## src/rtl/sdram_init_pkg.sv

```systemverilog
package sdram_init_pkg;

  typedef enum logic [3:0] {
    CMD_MODE = 4'b0000,
    CMD_AREF = 4'b0001,
    CMD_PALL = 4'b0010,
    CMD_NOP  = 4'b0111
  } sdr_cmd_e;

  typedef enum logic [2:0] {
    PH_STABLE,
    PH_PALL,
    PH_AREF,
    PH_MODE,
    PH_WAIT,
    PH_DONE
  } init_phase_e;

  localparam int FULL_PAGE_LEN = 256;

  function automatic logic [2:0] burst_code(input int len);
    case (len)
      1:             burst_code = 3'b000;
      2:             burst_code = 3'b001;
      4:             burst_code = 3'b010;
      8:             burst_code = 3'b011;
      FULL_PAGE_LEN: burst_code = 3'b111;
      default:       burst_code = 3'b000;
    endcase
  endfunction

  function automatic bit burst_len_legal(input int len);
    burst_len_legal = (len == 1) || (len == 2) || (len == 4) ||
                      (len == 8) || (len == FULL_PAGE_LEN);
  endfunction

endpackage

```

## src/rtl/sdr_mode_word.sv

```systemverilog
module sdr_mode_word #(
  parameter int ADDR_W           = 12,
  parameter int BURST_LEN        = 4,
  parameter bit BURST_INTERLEAVE = 1'b0,
  parameter int CAS_LAT          = 2,
  parameter bit WRITE_SINGLE     = 1'b0
) (
  output logic [ADDR_W-1:0] word
);
  import sdram_init_pkg::*;

  localparam logic [2:0] BL_BITS  = burst_code(BURST_LEN);
  localparam logic [2:0] LAT_BITS = 3'(CAS_LAT);

  generate
    if (ADDR_W < 11) begin : g_bad_width
      $error("sdr_mode_word: address bus must reach bit 10");
    end
    if (!burst_len_legal(BURST_LEN)) begin : g_bad_len
      $error("sdr_mode_word: burst length must be 1, 2, 4, 8 or 256");
    end
    if (BURST_LEN == FULL_PAGE_LEN && BURST_INTERLEAVE) begin : g_bad_mix
      $error("sdr_mode_word: full-page burst requires sequential type");
    end
    if (CAS_LAT < 2 || CAS_LAT > 3) begin : g_bad_lat
      $error("sdr_mode_word: read latency must be 2 or 3");
    end
  endgenerate

  always_comb begin
    word      = '0;
    word[2:0] = BL_BITS;
    word[3]   = BURST_INTERLEAVE;
    word[6:4] = LAT_BITS;
    word[9]   = WRITE_SINGLE;
  end

endmodule

```

## src/rtl/sdr_wait_timer.sv

```systemverilog
module sdr_wait_timer #(
  parameter int CW      = 16,
  parameter int RST_VAL = 100
) (
  input  logic          clk,
  input  logic          rst,
  input  logic          load,
  input  logic [CW-1:0] load_val,
  output logic          zero
);
  logic [CW-1:0] cnt;

  always_ff @(posedge clk) begin
    if (rst)
      cnt <= CW'(RST_VAL);
    else if (load)
      cnt <= load_val;
    else if (cnt != '0)
      cnt <= cnt - 1'b1;
  end

  assign zero = (cnt == '0);

endmodule

```

## src/rtl/sdr_init_ctrl.sv

```systemverilog
module sdr_init_ctrl #(
  parameter int CW            = 16,
  parameter int REFRESH_COUNT = 2,
  parameter bit REFRESH_FIRST = 1'b1,
  parameter int T_RP          = 3,
  parameter int T_RC          = 7,
  parameter int T_MRD         = 2
) (
  input  logic                          clk,
  input  logic                          rst,
  input  logic                          tmr_zero,
  output logic                          tmr_load,
  output logic [CW-1:0]                 tmr_val,
  output sdram_init_pkg::sdr_cmd_e      cmd,
  output logic                          done
);
  import sdram_init_pkg::*;

  localparam int RW = $clog2(REFRESH_COUNT + 1);
  localparam logic [CW-1:0] LD_RP  = CW'(T_RP - 2);
  localparam logic [CW-1:0] LD_RC  = CW'(T_RC - 2);
  localparam logic [CW-1:0] LD_MRD = CW'(T_MRD - 2);

  generate
    if (REFRESH_COUNT < 2) begin : g_bad_refs
      $error("sdr_init_ctrl: at least two refresh commands are required");
    end
    if (T_RP < 2 || T_RC < 2 || T_MRD < 2) begin : g_bad_gap
      $error("sdr_init_ctrl: every spacing must be at least two cycles");
    end
  endgenerate

  init_phase_e    phase, phase_nx;
  init_phase_e    resume, resume_nx;
  logic [RW-1:0]  refs_left, refs_left_nx;

  always_comb begin
    phase_nx     = phase;
    resume_nx    = resume;
    refs_left_nx = refs_left;
    tmr_load     = 1'b0;
    tmr_val      = '0;
    case (phase)
      PH_STABLE: if (tmr_zero) phase_nx = PH_PALL;
      PH_PALL: begin
        tmr_load  = 1'b1;
        tmr_val   = LD_RP;
        resume_nx = REFRESH_FIRST ? PH_AREF : PH_MODE;
        phase_nx  = PH_WAIT;
      end
      PH_AREF: begin
        tmr_load     = 1'b1;
        tmr_val      = LD_RC;
        refs_left_nx = refs_left - 1'b1;
        if (refs_left != RW'(1))
          resume_nx = PH_AREF;
        else
          resume_nx = REFRESH_FIRST ? PH_MODE : PH_DONE;
        phase_nx = PH_WAIT;
      end
      PH_MODE: begin
        tmr_load  = 1'b1;
        tmr_val   = LD_MRD;
        resume_nx = REFRESH_FIRST ? PH_DONE : PH_AREF;
        phase_nx  = PH_WAIT;
      end
      PH_WAIT: if (tmr_zero) phase_nx = resume;
      PH_DONE: phase_nx = PH_DONE;
      default: phase_nx = PH_STABLE;
    endcase
  end

  always_ff @(posedge clk) begin
    if (rst) begin
      phase     <= PH_STABLE;
      resume    <= PH_PALL;
      refs_left <= RW'(REFRESH_COUNT);
    end else begin
      phase     <= phase_nx;
      resume    <= resume_nx;
      refs_left <= refs_left_nx;
    end
  end

  always_comb begin
    case (phase)
      PH_PALL: cmd = CMD_PALL;
      PH_AREF: cmd = CMD_AREF;
      PH_MODE: cmd = CMD_MODE;
      default: cmd = CMD_NOP;
    endcase
  end

  assign done = (phase == PH_DONE);

endmodule

```

## src/rtl/sdram_init_seq.sv

```systemverilog
module sdram_init_seq #(
  parameter int ADDR_W           = 12,
  parameter int BA_W             = 2,
  parameter int CLK_MHZ          = 100,
  parameter int STABLE_US        = 200,
  parameter int REFRESH_COUNT    = 2,
  parameter bit REFRESH_FIRST    = 1'b1,
  parameter int BURST_LEN        = 4,
  parameter bit BURST_INTERLEAVE = 1'b0,
  parameter int CAS_LAT          = 2,
  parameter bit WRITE_SINGLE     = 1'b0,
  parameter int T_RP             = 3,
  parameter int T_RC             = 7,
  parameter int T_MRD            = 2
) (
  input  logic              clk,
  input  logic              rst,
  output logic              cs_n,
  output logic              ras_n,
  output logic              cas_n,
  output logic              we_n,
  output logic              cke,
  output logic              dqm,
  output logic [BA_W-1:0]   ba,
  output logic [ADDR_W-1:0] addr,
  output logic              init_done
);
  import sdram_init_pkg::*;

  localparam int STABLE_CYC = CLK_MHZ * STABLE_US;
  localparam int GAP_MAX    = (T_RC > T_RP) ? ((T_RC > T_MRD) ? T_RC : T_MRD)
                                            : ((T_RP > T_MRD) ? T_RP : T_MRD);
  localparam int TOP_CNT    = (STABLE_CYC > GAP_MAX) ? STABLE_CYC : GAP_MAX;
  localparam int CW         = $clog2(TOP_CNT + 1);

  generate
    if (STABLE_CYC < 1) begin : g_bad_stable
      $error("sdram_init_seq: stabilization period must be positive");
    end
  endgenerate

  logic              tmr_zero;
  logic              tmr_load;
  logic [CW-1:0]     tmr_val;
  sdr_cmd_e          cmd;
  logic [ADDR_W-1:0] mode_word;

  sdr_wait_timer #(
    .CW      (CW),
    .RST_VAL (STABLE_CYC - 1)
  ) u_timer (
    .clk      (clk),
    .rst      (rst),
    .load     (tmr_load),
    .load_val (tmr_val),
    .zero     (tmr_zero)
  );

  sdr_init_ctrl #(
    .CW            (CW),
    .REFRESH_COUNT (REFRESH_COUNT),
    .REFRESH_FIRST (REFRESH_FIRST),
    .T_RP          (T_RP),
    .T_RC          (T_RC),
    .T_MRD         (T_MRD)
  ) u_ctrl (
    .clk      (clk),
    .rst      (rst),
    .tmr_zero (tmr_zero),
    .tmr_load (tmr_load),
    .tmr_val  (tmr_val),
    .cmd      (cmd),
    .done     (init_done)
  );

  sdr_mode_word #(
    .ADDR_W           (ADDR_W),
    .BURST_LEN        (BURST_LEN),
    .BURST_INTERLEAVE (BURST_INTERLEAVE),
    .CAS_LAT          (CAS_LAT),
    .WRITE_SINGLE     (WRITE_SINGLE)
  ) u_mode (
    .word (mode_word)
  );

  assign {cs_n, ras_n, cas_n, we_n} = cmd;
  assign cke = 1'b1;
  assign dqm = 1'b1;
  assign ba  = '0;

  always_comb begin
    addr = '0;
    if (cmd == CMD_MODE)
      addr = mode_word;
    else if (cmd == CMD_PALL)
      addr[10] = 1'b1;
  end

endmodule

```

## config.mk

```make
export PLATFORM = sky130hd
export DESIGN_NAME = sdram_init_seq
export DESIGN_NICKNAME = d
export VERILOG_FILES = /design/src/rtl/sdram_init_pkg.sv /design/src/rtl/sdr_mode_word.sv /design/src/rtl/sdr_wait_timer.sv /design/src/rtl/sdr_init_ctrl.sv /design/src/rtl/sdram_init_seq.sv
export SDC_FILE = /design/constraint.sdc
export NUM_CORES = 1
export LEC_CHECK = 0
export BUFFER_PORTS_ARGS = -buffer_cell sky130_fd_sc_hd__buf_4
export CAP_MARGIN = 40
export CORE_UTILIZATION = 35
export DETAILED_ROUTE_END_ITERATION = 12
export GPL_TIMING_DRIVEN = 0
export SLEW_MARGIN = 25
export SYNTH_ARGS = -nofsm -noshare
export SYNTH_HDL_FRONTEND = slang
export SYNTH_SLANG_ARGS = --single-unit
```

## constraint.sdc

```tcl
create_clock -name clk -period 2.3 [get_ports clk]
set_input_delay 0.115 -clock clk [delete_from_list [all_inputs] [get_ports clk]]
set_output_delay 0.115 -clock clk [all_outputs]
set_load 0.005 [all_outputs]
```

* Word-level counts from Yosys, hierarchy flattened
Cells that the tools add are included.
** Word-level totals
- Latch bits :: 0
- Logic and storage cells :: 36
- Output and inout port bits :: 21
- Memories kept :: 0
- Input bits :: 2
- Memory bits (read-only) :: 0
- RAM bits :: 0
- Flip-flop bits (word level) :: 23
** Cells by class
- Div/mod/pow operators :: 0
- Equality and inequality tests :: 9
- $lt $le $gt $ge :: 0
- Multipliers :: 0
- Reduce and logical (&&, ||, !) cells :: 8
- Add/subtract/negate cells :: 2
- Shift-type cells :: 0
- Bitwise operators :: 0
- Mux-type cells :: 13
** Operator list (count)
- 2-to-1 mux 15 bit :: 2
- case mux 3 bit (3 select lines) :: 2
- zero test 15 bit :: 1
- nonzero test 15 bit :: 1
- subtractor 15 x 1 -> 15 bit, second input constant :: 1
- case mux 3 bit (4 select lines) :: 1
- == test 3 x 2 -> 1 bit, second input constant :: 2
- == test 3 bit, second input constant :: 2
- 2-to-1 mux 3 bit :: 2
- 2-to-1 mux 6 bit :: 1
- case mux 3 bit (2 select lines) :: 1
- == test 4 x 2 -> 1 bit, second input constant :: 1
- zero test 4 bit :: 1
- 2-to-1 mux 1 bit :: 4
- inequality test 2 bit, second input constant :: 2
- == test 3 x 1 -> 1 bit, second input constant :: 1
- zero test 3 bit :: 1
- nonzero test 3 bit :: 1
- OR reduction 3 bit :: 1
- inequality test 2 x 1 -> 1 bit, second input constant :: 1
- AND reduction 2 bit :: 1
- nonzero test 2 bit :: 1
- subtractor 2 x 1 -> 2 bit, second input constant :: 1

* Depth between registers and ports, before layout
Gate-level depths: netlist of the first run.
- Depth after elaboration :: 5
- Depth in mapped cells :: 7
- Mapped depth without buffers :: 6

* Hierarchy
A second synthesis of the first run with hierarchy kept.
** Second synthesis, totals
- Cells, all modules :: 206
- Area, all modules :: 1616.6 µm²
** Modules (own cells, without submodules)
- sdr_wait_timer :: instances 1, seq. area each 300.3 µm², cells each 110, area an instance 878.3 µm²
- sdr_init_ctrl :: instances 1, seq. area each 160.2 µm², cells each 61, area an instance 504.2 µm²
- sdram_init_seq :: instances 1, seq. area each 0.0 µm², cells each 21, area an instance 136.4 µm²
- sdr_mode_word :: instances 1, seq. area each 0.0 µm², cells each 14, area an instance 97.6 µm²

* Worst setup path before layout of the first run
No wires, ideal clock.
- Path kind :: register to register
- Start :: register u_timer.cnt[0]
- End :: register u_timer.cnt[2]
- Setup time :: 116 ps
- Required time :: 2184 ps
- Arrival time :: 1760 ps
- Period minus slack after synthesis :: 1876 ps
- Path buffers :: 1
- Cell stages (with the launch flop) :: 8
- Path slack :: 424 ps
- Cell sequence :: dfxtp_1 -> inv_1 -> ha_1 -> or4b_4 -> nor4_4 -> buf_6 -> nand2_1 -> a31o_2
** Between the ends
- Cells in the longest elaborated chain, start to end :: 3
- Elaborated cells on any way between the ends :: 5
- Classes of those cells :: 1 x add/sub; 2 x mux; 2 x reduce/logical
** RTL lines
- from (decl) :: RTL line sdr_wait_timer.sv:11 : logic [CW-1:0] cnt;
- from (signal assigned) :: RTL line sdr_wait_timer.sv:15 : cnt <= CW'(RST_VAL);
- from (signal assigned) :: RTL line sdr_wait_timer.sv:17 : cnt <= load_val;
- from (signal assigned) :: RTL line sdr_wait_timer.sv:19 : cnt <= cnt - 1'b1;
- subtractor 15 x 1 -> 15 bit :: RTL line sdr_wait_timer.sv:19
- 2-to-1 mux 15 bit :: RTL line sdr_wait_timer.sv:18 : else if (cnt != '0)
- 2-to-1 mux 15 bit :: RTL line sdr_wait_timer.sv:16 : else if (load)
Parallel ways exist; a longest one is shown, timed or not. The select of a mux whose other input is x is not followed.
A chain may end at the register's enable or synchronous reset.

* Final worst setup path of the first run
Same ends and word-level chain as after synthesis.

==> key figures, run 1 <==
Critical path
  – Startpoint Class: flip-flop
  – CP required: 2.47 ns
  – CP cell instances: inv_1 > ha_1 > or4b_4 > nor4_4 > buf_6 > nand2_1 > a31o_2
  – Worst EP arrival: approximately 2.3 ns
  – CP max stage cell: or4b_4
  – CP Capture Type: flip-flop
  – Crit Path Max Fanout: 10
  – Max stage delay on crit path: between 0.5 and 0.6 ns
  – CP Class: flip-flop to flip-flop

Floorplanning
  – Num rows: 21
  – Die area: between 3000 and 4000 um2
  – Die Ht: approximately 63 um
  – I/O pins: 23
  – Initial Util: 0.375
  – Die span in x: 62.8 um
  – Core area: 3440 um2

Route
  – Drt via density: about 5.2
  – Post-route ant nets: 0
  – Via count: between 1000 and 1500
  – DRC viols: 0
  – Final wirelength: roughly 2700 um
  – Drt wl/cell: approximately 12 um
  – Drt first pass iters: 4
  – Drt initial violations: 29

Timing
  – Slew margin rel.: 0.588
  – Layout Skew: around 0.0013 ns
  – Max Slew Vio Count: 0
  – Unrepaired setup endpoints after global routing: no
  – Peak Freq: ~480 MHz
  – Final setup fails: 0
  – Worst-Margin Slew: 0.613 ns
  – Min Tclk post-route: about 2.1 ns
  – Hold slack final: 0.359 ns
  – Setup_tns: 0 ns
  – Fin crit share: 0.911
  – Hold Fails Final Rpt: 0

GRT
  – Initial antenna violation count: 0
  – Aggregate global-route resource usage: 0.147
  – Gr ovfl total: 0
  – Number of global-route vias before repair: 1031
  – Largest net degree at the start of global routing: 14
  – Global-route wire length before repair: 4620 um

Logic synthesis
  – Yosys cell types: 40
  – Post-synthesis adder-cell area fraction: 0.0194
  – Top cell type's share of synthesized area: 0.356
  – Post-synth EDFFs: 0
  – Proportion of synthesized area in mux cells: 0
  – Mapped Area: about 1300 um2
  – Register bit count reported by yosys: 23
  – Dominant cells by area after synthesis: dfxtp_1 (36%), buf_4 (9.3%), a21oi_1 (3.5%), o41ai_1 (3.4%), nand2b_1 (2.9%)
  – Ys flop type: dfxtp_1
  – Most instantiated cells after synthesis: dfxtp_1 (23), buf_4 (16), a21oi_1 (9)
  – Post-Synth Simple-Gate Area: 0.264
  – Xor/xnor cell area share of the yosys netlist: 0.0136
  – Synth warnings: 0
  – Area leader, netlist: dfxtp_1
  – Sequential area share after synthesis: 0.356
  – Gate Count Post-Synth: around 150
  – Share of synthesized flip-flops with an asynchronous set or reset: 0
  – Fraction of the mapped netlist area in compound gates: 0.191
  – Most frequent cell after synthesis: dfxtp_1
  – Syn Area/Cell: ~8.6 um2
  – Largest family of logic cells by synthesized area: simple AND/OR/NAND/NOR gates

Placed design
  – RePlAce Congestion: 0.848
  – Dpl cells: approximately 220
  – Port bufs: 7
  – Detailed Place HPWL: roughly 2100 um

Clock tree
  – Post-CTS sizing: 0
  – Hold-fix buffers at CTS: 0
  – CTS tree: done
  – Clock Path Buffers: 2
  – CTS Buf Count: 3
  – Reg clk slew, reported paths: ~0.080 ns
  – H-Tree Depth: 1
  – Root Buffer: clkbuf_8
  – Clk sinks: 23
  – Worst-Skew Late Latency: about 0.26 ns
  – Postcts setup bufs: 0

Finish
  – FILL cells: roughly 340
  – Final cell count without fillers: 220
  – Layout net count: 179
  – Final Util: 0.434
  – Synthesis-to-finish area growth: 15.6%
  – Layout cells sized above 1: 0.207
  – Antenna diode instance count: 0

Power
  – Power per standard cell area: about 480 nW/um2
  – Total power: ~700 uW
  – Leak Pwr: 0.000645 uW
  – Peak supply drop: ~0.00029 V

Worst hold path
  – Worst hold path class: input pin to flip-flop

Run status
  – Outcome: finished clean

Flow run
  – Max-cap violation count: 0
-- critical path, delay by kind of cell (launching register included) --
kind	cells	cell delay (ns)
simple gates	3	0.97
compound gates	1	0.23
fa+ha+maj	1	0.20
flops	1	0.34
buf+inv	2	0.26
-- cell families after synthesis --
group	count (synthesis)
other	2
buffers and inverters	31
AOI/OAI and AO/OA	34
xor gates and xnor gates	2
adders and majority gates	2
DFF	23
and+or+nand+nor	57
-- per-layer routing --
layer / up-vias / routed length [um] / part of all wire / GRT usage
li1: 572 / - / - / -
met1: 523 / 1290 / 0.47 / 0.188
met2: 36 / 1260 / 0.46 / 0.235
met3: 7 / 127 / 0.046 / 0.0201
met4: 0 / 59 / 0.022 / 0.0843
met5: - / 0 / 0 / 0
-- path summary, 6_finish.rpt --
kind	startpoint	to	slack, ns	cells past startpoint
max reg2reg	u_timer.cnt[0]$_SDFFE_PP1P_	u_timer.cnt[2]$_SDFFE_PP1P_	0.20	7
min reg2reg	u_ctrl.resume[2]$_SDFFE_PP0N_	u_ctrl.resume[2]$_SDFFE_PP0N_	0.47	2
max	u_timer.cnt[0]$_SDFFE_PP1P_	u_timer.cnt[2]$_SDFFE_PP1P_	0.20	7
min	rst	u_timer.cnt[9]$_SDFFE_PP1P_	0.36	2
-- area by class of cell --
type                       instances  area (um2)  area share
multi-input combinational        109         683       0.457
sequential                        23         460       0.308
buffer                            23         164       0.110
tap                               46        57.6      0.0385
timing repair buffer               7        52.6      0.0352
clock buffer                       3        41.3      0.0276
inverter                           8        30.0      0.0201
clock inverter                     1        5.00     0.00335
-- state kept, by name, summed over array words and instances, names as in the netlist --
register and count:
u_ctrl.resume 3, u_ctrl.phase 3, u_timer.cnt 15, u_ctrl.refs_left 2
-- cells in the final DEF, fill, tap and decap left out, types with 5 or more instances in the layout --
master,Yosys,layout
o41ai_1,5,5
nor3_1,7,7
or3_1,6,6
dfxtp_1,23,23
nand2b_1,6,6
nor2_1,8,8
nand3_1,5,5
buf_4,16,23
nand2_1,8,8
conb_1,2,14
inv_1,8,8
a21oi_1,9,9
-- where the power goes --
group / total, uW / internal, uW / switching, uW
logic: 51.2 / 26.8 / 24.4
registers: 407 / 403 / 4.08
clock network: 255 / 121 / 134
total: 713 / 550 / 163
-- metrics by stage --
| step | setup WS [ns] | cell area, um2 |
|---|---|---|
| after floorplan | 0.424 | 1340 |
| after global routing | 0.118 | 1490 |
| after global placement | 0.241 | 1450 |
| after detailed placement | 0.226 | 1450 |
| final | 0.205 | 1490 |
| after CTS | 0.203 | 1490 |
(Power assumes the default switching activity.)
==> inputs of run 2 (changes only) <==
--- a/config.mk
+++ b/config.mk
@@ -7,6 +7,7 @@
 export LEC_CHECK = 0
 export BUFFER_PORTS_ARGS = -buffer_cell sky130_fd_sc_hd__buf_4
 export CAP_MARGIN = 40
+export CORE_MARGIN = 1.5
 export CORE_UTILIZATION = 35
 export DETAILED_ROUTE_END_ITERATION = 12
 export GPL_TIMING_DRIVEN = 0
==> key figures, run 2 (synthesized netlist as in run 1, its figures left out) <==
Run status
  – Outcome: finished clean (unchanged)

Finish
  – Max reg flops: 15 (unchanged)
  – Top reg by flops: u_timer.cnt (unchanged)
  – Most frequent cells in the layout: buf_4 (23), dfxtp_1 (23), conb_1 (14) (unchanged)
  – Layout net count: 179 (unchanged)
  – Antenna diode instance count: 0 (unchanged)
  – Layout cells sized above 1: 0.201 (was 0.207)
  – FILL cells: 337 (was 343)
  – Largest regs: u_timer.cnt (15), u_ctrl.phase (3), u_ctrl.resume (3) (unchanged)
  – Final Util: 0.434 (about the same)
  – Synthesis-to-finish area growth: 15.5% (was 15.6%)

Clock tree
  – H-Tree Depth: 1 (unchanged)
  – Worst-Skew Late Latency: 0.26 ns (about the same)
  – CTS Buf Count: 3 (unchanged)
  – Root Buffer: clkbuf_8 (unchanged)
  – Post-CTS sizing: 0 (unchanged)
  – Reg clk slew, reported paths: 0.08 ns (about the same)
  – Clock Path Buffers: 2 (unchanged)
  – Hold-fix buffers at CTS: 0 (unchanged)
  – Postcts setup bufs: 0 (unchanged)
  – Clk sinks: 23 (unchanged)
  – CTS tree: done (unchanged)

Power
  – Power share of the clock group: 0.354 (was 0.358)
  – Switching share of power: 0.220 (was 0.228)
  – Cell Int Power: 553 uW (was 550 uW)
  – P_sw: 156 uW (was 163 uW)
  – Power per standard cell area: 475 nW/um2 (was 477 nW/um2)
  – Total power: 708 uW (was 713 uW)
  – Flop pwr share: 0.574 (was 0.570)
  – Peak supply drop: 0.000184 V (was 0.000287 V)
  – Leak Pwr: 0.000642 uW (was 0.000645 uW)
  – Part of the power in combinational logic: 0.072 (about the same)

GRT
  – Largest net degree at the start of global routing: 13 (was 14)
  – Global-route wire length before repair: 4490 um (was 4620 um)
  – Aggregate global-route resource usage: 0.140 (was 0.147)
  – Initial antenna violation count: 0 (unchanged)
  – Gr ovfl total: 0 (unchanged)
  – Number of global-route vias before repair: 988 (was 1031)

Timing
  – Max Slew Vio Count: 0 (unchanged)
  – Slew margin rel.: 0.565 (was 0.588)
  – Worst-Margin Slew: 0.646 ns (was 0.613 ns)
  – Fin crit share: 0.910 (was 0.911)
  – Layout Skew: 0.000822 ns (was 0.00134 ns)
  – Final Worst Setup Slack: 0.207 ns (was 0.205 ns)
  – Final setup fails: 0 (unchanged)
  – Peak Freq: 478 MHz (was 477 MHz)
  – Min Tclk post-route: 2.09 ns (was 2.10 ns)
  – Unrepaired setup endpoints after global routing: no (unchanged)
  – Hold slack final: 0.339 ns (was 0.359 ns)
  – Hold Fails Final Rpt: 0 (unchanged)
  – Setup_tns: 0 ns (unchanged)

Route
  – Drt initial violations: 33 (was 29)
  – Drt first pass iters: 4 (unchanged)
  – Drt via density: 5.19 (was 5.17)
  – DRC viols: 0 (unchanged)
  – Post-route ant nets: 0 (unchanged)
  – Drt wl/cell: 12.5 um (was 12.4 um)
  – Via count: 1141 (was 1138)
  – Final wirelength: 2740 um (about the same)

Floorplanning
  – Core area: 3440 um2 (unchanged)
  – Die Ht: 63.8 um (was 62.8 um)
  – Die span in x: 63.8 um (was 62.8 um)
  – Die area: 4070 um2 (was 3940 um2)
  – Num rows: 21 (unchanged)
  – I/O pins: 23 (unchanged)
  – Initial Util: 0.375 (unchanged)

Placed design
  – Port bufs: 7 (unchanged)
  – Pre-CTS WS: 0.217 ns (was 0.226 ns)
  – Detailed Place HPWL: 2050 um (was 2060 um)
  – RePlAce Congestion: 0.847 (was 0.848)

Critical path
  – Max stage delay on crit path: 0.52 ns (about the same)
  – Startpoint Class: flip-flop (unchanged)
  – CP required: 2.46 ns (was 2.47 ns)
  – CP max stage cell: or4b_4 (unchanged)
  – CP Capture Type: flip-flop (unchanged)
  – CP Class: flip-flop to flip-flop (unchanged)
  – CP cell instances: inv_1 > ha_1 > or4b_4 > nor4_4 > buf_6 > nand2_1 > a31o_2 (unchanged)
  – R2R depth: 7 (unchanged)
  – Crit Path Max Fanout: 10 (unchanged)
  – Worst EP arrival: 2.26 ns (about the same)

Flow run
  – Max-cap violation count: 0 (unchanged)

Worst hold path
  – Worst hold path class: input pin to flip-flop (unchanged)
  – Worst Hold Depth: 2 (unchanged)
## run 2: cell types whose count changed in the layout (fill, tap and decap cells not counted)
cell	before	now
clkbuf_1	2	3
clkinv_2	1	0
## run 2: critical path: cells and delay by family, from the launching register on
family / cells / cell delay [ns]
AND/OR/NAND/NOR: 3 / 0.95
AO/OA/AOI/OAI: 1 / 0.23
adder cells (fa/ha/maj): 1 / 0.20
flip-flops: 1 / 0.34
buffers and inverters: 2 / 0.26
## run 2: layout make-up
type                            count  area (um2)  share of cell area
Buffer                             23         164               0.110
Clock buffer                        4        45.0              0.0302
Inverter                            8        30.0              0.0201
Multi-Input combinational cell    109         683               0.458
Sequential cell                    23         460               0.308
Tap cell                           46        57.6              0.0386
Timing Repair Buffer                7        52.6              0.0352
## run 2: metal layers
layer	vias up	GRT usage	wire, um	part of all wire
li1	568	-	-	-
met1	528	0.180	1280	0.47
met2	43	0.229	1290	0.47
met3	2	0.0229	154	0.056
met4	0	0.0679	20	0.0073
met5	-	0	0	0
## run 2: path summary, 6_finish.rpt
| path | start | to | slack, ns |
|---|---|---|---|
| worst max-delay path | u_timer.cnt[0]$_SDFFE_PP1P_ | u_timer.cnt[2]$_SDFFE_PP1P_ | 0.21 |
| worst min-delay path | rst | u_timer.cnt[9]$_SDFFE_PP1P_ | 0.34 |
| worst max register to register | u_timer.cnt[0]$_SDFFE_PP1P_ | u_timer.cnt[2]$_SDFFE_PP1P_ | 0.21 |
| worst min register to register | u_ctrl.resume[2]$_SDFFE_PP0N_ | u_ctrl.resume[2]$_SDFFE_PP0N_ | 0.46 |
## run 2: power by group through the flow
stage	clock network, uW	registers, uW	logic, uW
3_3_place_gp	0	416	48.9
3_5_place_dp	0	416	49.9
2_1_floorplan	0	415	44.0
6_report	251	407	50.9
4_1_cts	259	407	50.1
5_1_grt	282	408	57.3
## run 2: per-stage QoR
stage               instances  cell area [um2]
floorplan                 163             1340
finish                    220             1490
CTS                       220             1490
global placement          216             1450
detailed placement        216             1450
global route              220             1490
==> inputs of run 3 (changes only) <==
--- a/config.mk
+++ b/config.mk
@@ -10,7 +10,6 @@
 export CORE_MARGIN = 1.5
 export CORE_UTILIZATION = 35
 export DETAILED_ROUTE_END_ITERATION = 12
-export GPL_TIMING_DRIVEN = 0
 export SLEW_MARGIN = 25
 export SYNTH_ARGS = -nofsm -noshare
 export SYNTH_HDL_FRONTEND = slang
==> key figures, run 3 (synthesized netlist as in run 1, its figures left out) <==
Run status
  – Outcome: finished clean (unchanged)

Critical path
  – Worst EP arrival: 2.17 ns (was 2.26 ns)
  – CP cell instances: inv_1 > ha_1 > or4b_4 > nor4_4 > buf_4 > nand2_1 > a31o_2 (was inv_1 > ha_1 > or4b_4 > nor4_4 > buf_6 > nand2_1 > a31o_2)
  – Crit Path Max Fanout: 7 (was 10)
  – CP Class: flip-flop to flip-flop (unchanged)
  – Bufs and invs on worst path: 2 (unchanged)
  – Max stage delay on crit path: 0.51 ns (was 0.52 ns)
  – Startpoint Class: flip-flop (unchanged)
  – CP required: 2.47 ns (was 2.46 ns)
  – Kind of cell adding the most delay to the critical path: simple AND/OR/NAND/NOR gates (unchanged)
  – CP Capture Type: flip-flop (unchanged)
  – CP max stage cell: or4b_4 (unchanged)

Finish
  – Layout cells sized above 1: 0.129 (was 0.201)
  – Largest regs: u_timer.cnt (15), u_ctrl.phase (3), u_ctrl.resume (3) (unchanged)
  – Most frequent cells in the layout: dfxtp_1 (23), conb_1 (14), buf_4 (11) (was buf_4 (23), dfxtp_1 (23), conb_1 (14))
  – Most common cell after layout, fill and taps aside: dfxtp_1
  – Multi-input logic area: 683 um2 (unchanged)
  – Final cell count without fillers: 201 (was 220)
  – Max reg flops: 15 (unchanged)
  – Antenna diode instance count: 0 (unchanged)
  – Final non-filler cell area: 1360 um2 (was 1490 um2)
  – Reg area: 460 um2 (unchanged)
  – Synthesis-to-finish area growth: 5.23% (was 15.5%)
  – Top reg by flops: u_timer.cnt (unchanged)
  – FILL cells: 357 (was 337)
  – Layout net count: 160 (was 179)

Clock tree
  – Root Buffer: clkbuf_8 (unchanged)
  – Hold-fix buffers at CTS: 0 (unchanged)
  – Reg clk slew, reported paths: 0.08 ns (about the same)
  – Post-CTS sizing: 0 (unchanged)
  – Clock Path Buffers: 2 (unchanged)
  – Clk sinks: 23 (unchanged)
  – H-Tree Depth: 1 (unchanged)
  – Postcts setup bufs: 0 (unchanged)
  – Worst-Skew Late Latency: 0.27 ns (was 0.26 ns)
  – CTS tree: done (unchanged)
  – CTS Buf Count: 3 (unchanged)

Placed design
  – RePlAce Congestion: 0.838 (was 0.847)
  – Placed instance area: 1310 um2 (was 1450 um2)
  – Detailed Place HPWL: 1930 um (was 2050 um)
  – Port bufs: 8 (was 7)
  – Pre-CTS WS: 0.337 ns (was 0.217 ns)
  – Dpl cells: 197 (was 216)

Route
  – Via count: 1091 (was 1141)
  – DRC viols: 0 (unchanged)
  – Post-route ant nets: 0 (unchanged)
  – Drt initial violations: 44 (was 33)
  – Drt wl/cell: 13.1 um (was 12.5 um)
  – Drt first pass iters: 4 (unchanged)
  – Final wirelength: 2640 um (was 2740 um)
  – Drt via density: 5.43 (was 5.19)

Worst hold path
  – Worst hold path class: input pin to flip-flop (unchanged)

Timing
  – Unrepaired setup endpoints after global routing: no (unchanged)
  – Final Worst Setup Slack: 0.303 ns (was 0.207 ns)
  – Fin crit share: 0.868 (was 0.910)
  – Worst-Margin Slew: 0.657 ns (was 0.646 ns)
  – Hold Fails Final Rpt: 0 (unchanged)
  – Peak Freq: 501 MHz (was 478 MHz)
  – Max Slew Vio Count: 0 (unchanged)
  – Slew margin rel.: 0.558 (was 0.565)
  – Final setup fails: 0 (unchanged)
  – Setup_tns: 0 ns (unchanged)
  – Layout Skew: 0.00225 ns (was 0.000822 ns)
  – Min Tclk post-route: 2.00 ns (was 2.09 ns)

Power
  – Power per standard cell area: 516 nW/um2 (was 475 nW/um2)
  – Total power: 701 uW (was 708 uW)
  – Peak supply drop: 0.000273 V (was 0.000184 V)
  – Leak Pwr: 0.000555 uW (was 0.000642 uW)

GRT
  – Number of global-route vias before repair: 993 (was 988)
  – Gr ovfl total: 0 (unchanged)
  – Largest net degree at the start of global routing: 18 (was 13)
  – Initial antenna violation count: 0 (unchanged)
  – Aggregate global-route resource usage: 0.141 (was 0.140)
  – Global-route wire length before repair: 4540 um (was 4490 um)

Floorplanning
  – Initial Util: 0.375 (unchanged)
  – Die Ht: 63.8 um (unchanged)
  – Die span in x: 63.8 um (unchanged)
  – I/O pins: 23 (unchanged)
  – Core area: 3440 um2 (unchanged)
  – Num rows: 21 (unchanged)
  – Die area: 4070 um2 (unchanged)

Flow run
  – Max-cap violation count: 0 (unchanged)
## run 3: layer usage
| layer | share of wire | global-route usage | vias to the layer above |
|---|---|---|---|
| met3 | 0.035 | 0.0229 | 5 |
| met2 | 0.47 | 0.234 | 27 |
| met5 | 0 | 0 | - |
| li1 | - | - | 527 |
| met4 | 0.020 | 0.0652 | 0 |
| met1 | 0.47 | 0.179 | 532 |
## run 3: final timing paths
check	from	to	slack (ns)	depth (start not counted)
setup / recovery	u_timer.cnt[0]$_SDFFE_PP1P_	u_timer.cnt[2]$_SDFFE_PP1P_	0.30	7
hold / removal	rst	u_ctrl.refs_left[0]$_SDFFE_PP0P_	0.14	2
setup reg to reg	u_timer.cnt[0]$_SDFFE_PP1P_	u_timer.cnt[2]$_SDFFE_PP1P_	0.30	7
hold reg to reg	u_ctrl.resume[2]$_SDFFE_PP0N_	u_ctrl.resume[2]$_SDFFE_PP0N_	0.47	2
## run 3: stage by stage
step	hold slack [ns]	util
final	0.140	0.395
after floorplan	0.437	-
after global placement	0.420	0.382
after detailed placement	0.425	0.382
after global routing	0.155	0.395
after CTS	0.130	0.395
## run 3: power by group
| part | total [uW] | internal, uW | switching (uW) |
|---|---|---|---|
| sequential | 407 | 403 | 4.11 |
| combinational | 34.1 | 12.8 | 21.2 |
| clock | 261 | 121 | 139 |
## run 3: layout make-up
cell class | count | share of cell area
clock buffers | 3 | 0.0304
flip-flops and latches | 23 | 0.339
inverters | 8 | 0.0221
well taps | 46 | 0.0423
multi-input cells | 109 | 0.502
repair buffers | 11 | 0.0607
clock inverters | 1 | 0.00368
## run 3: worst register-to-register path, cell delays in order (launching register included)
cell     delay [ns]
dfxtp_1        0.34
inv_1          0.06
ha_1           0.20
or4b_4         0.51
nor4_4         0.32
buf_4          0.20
nand2_1        0.05
a31o_2         0.23
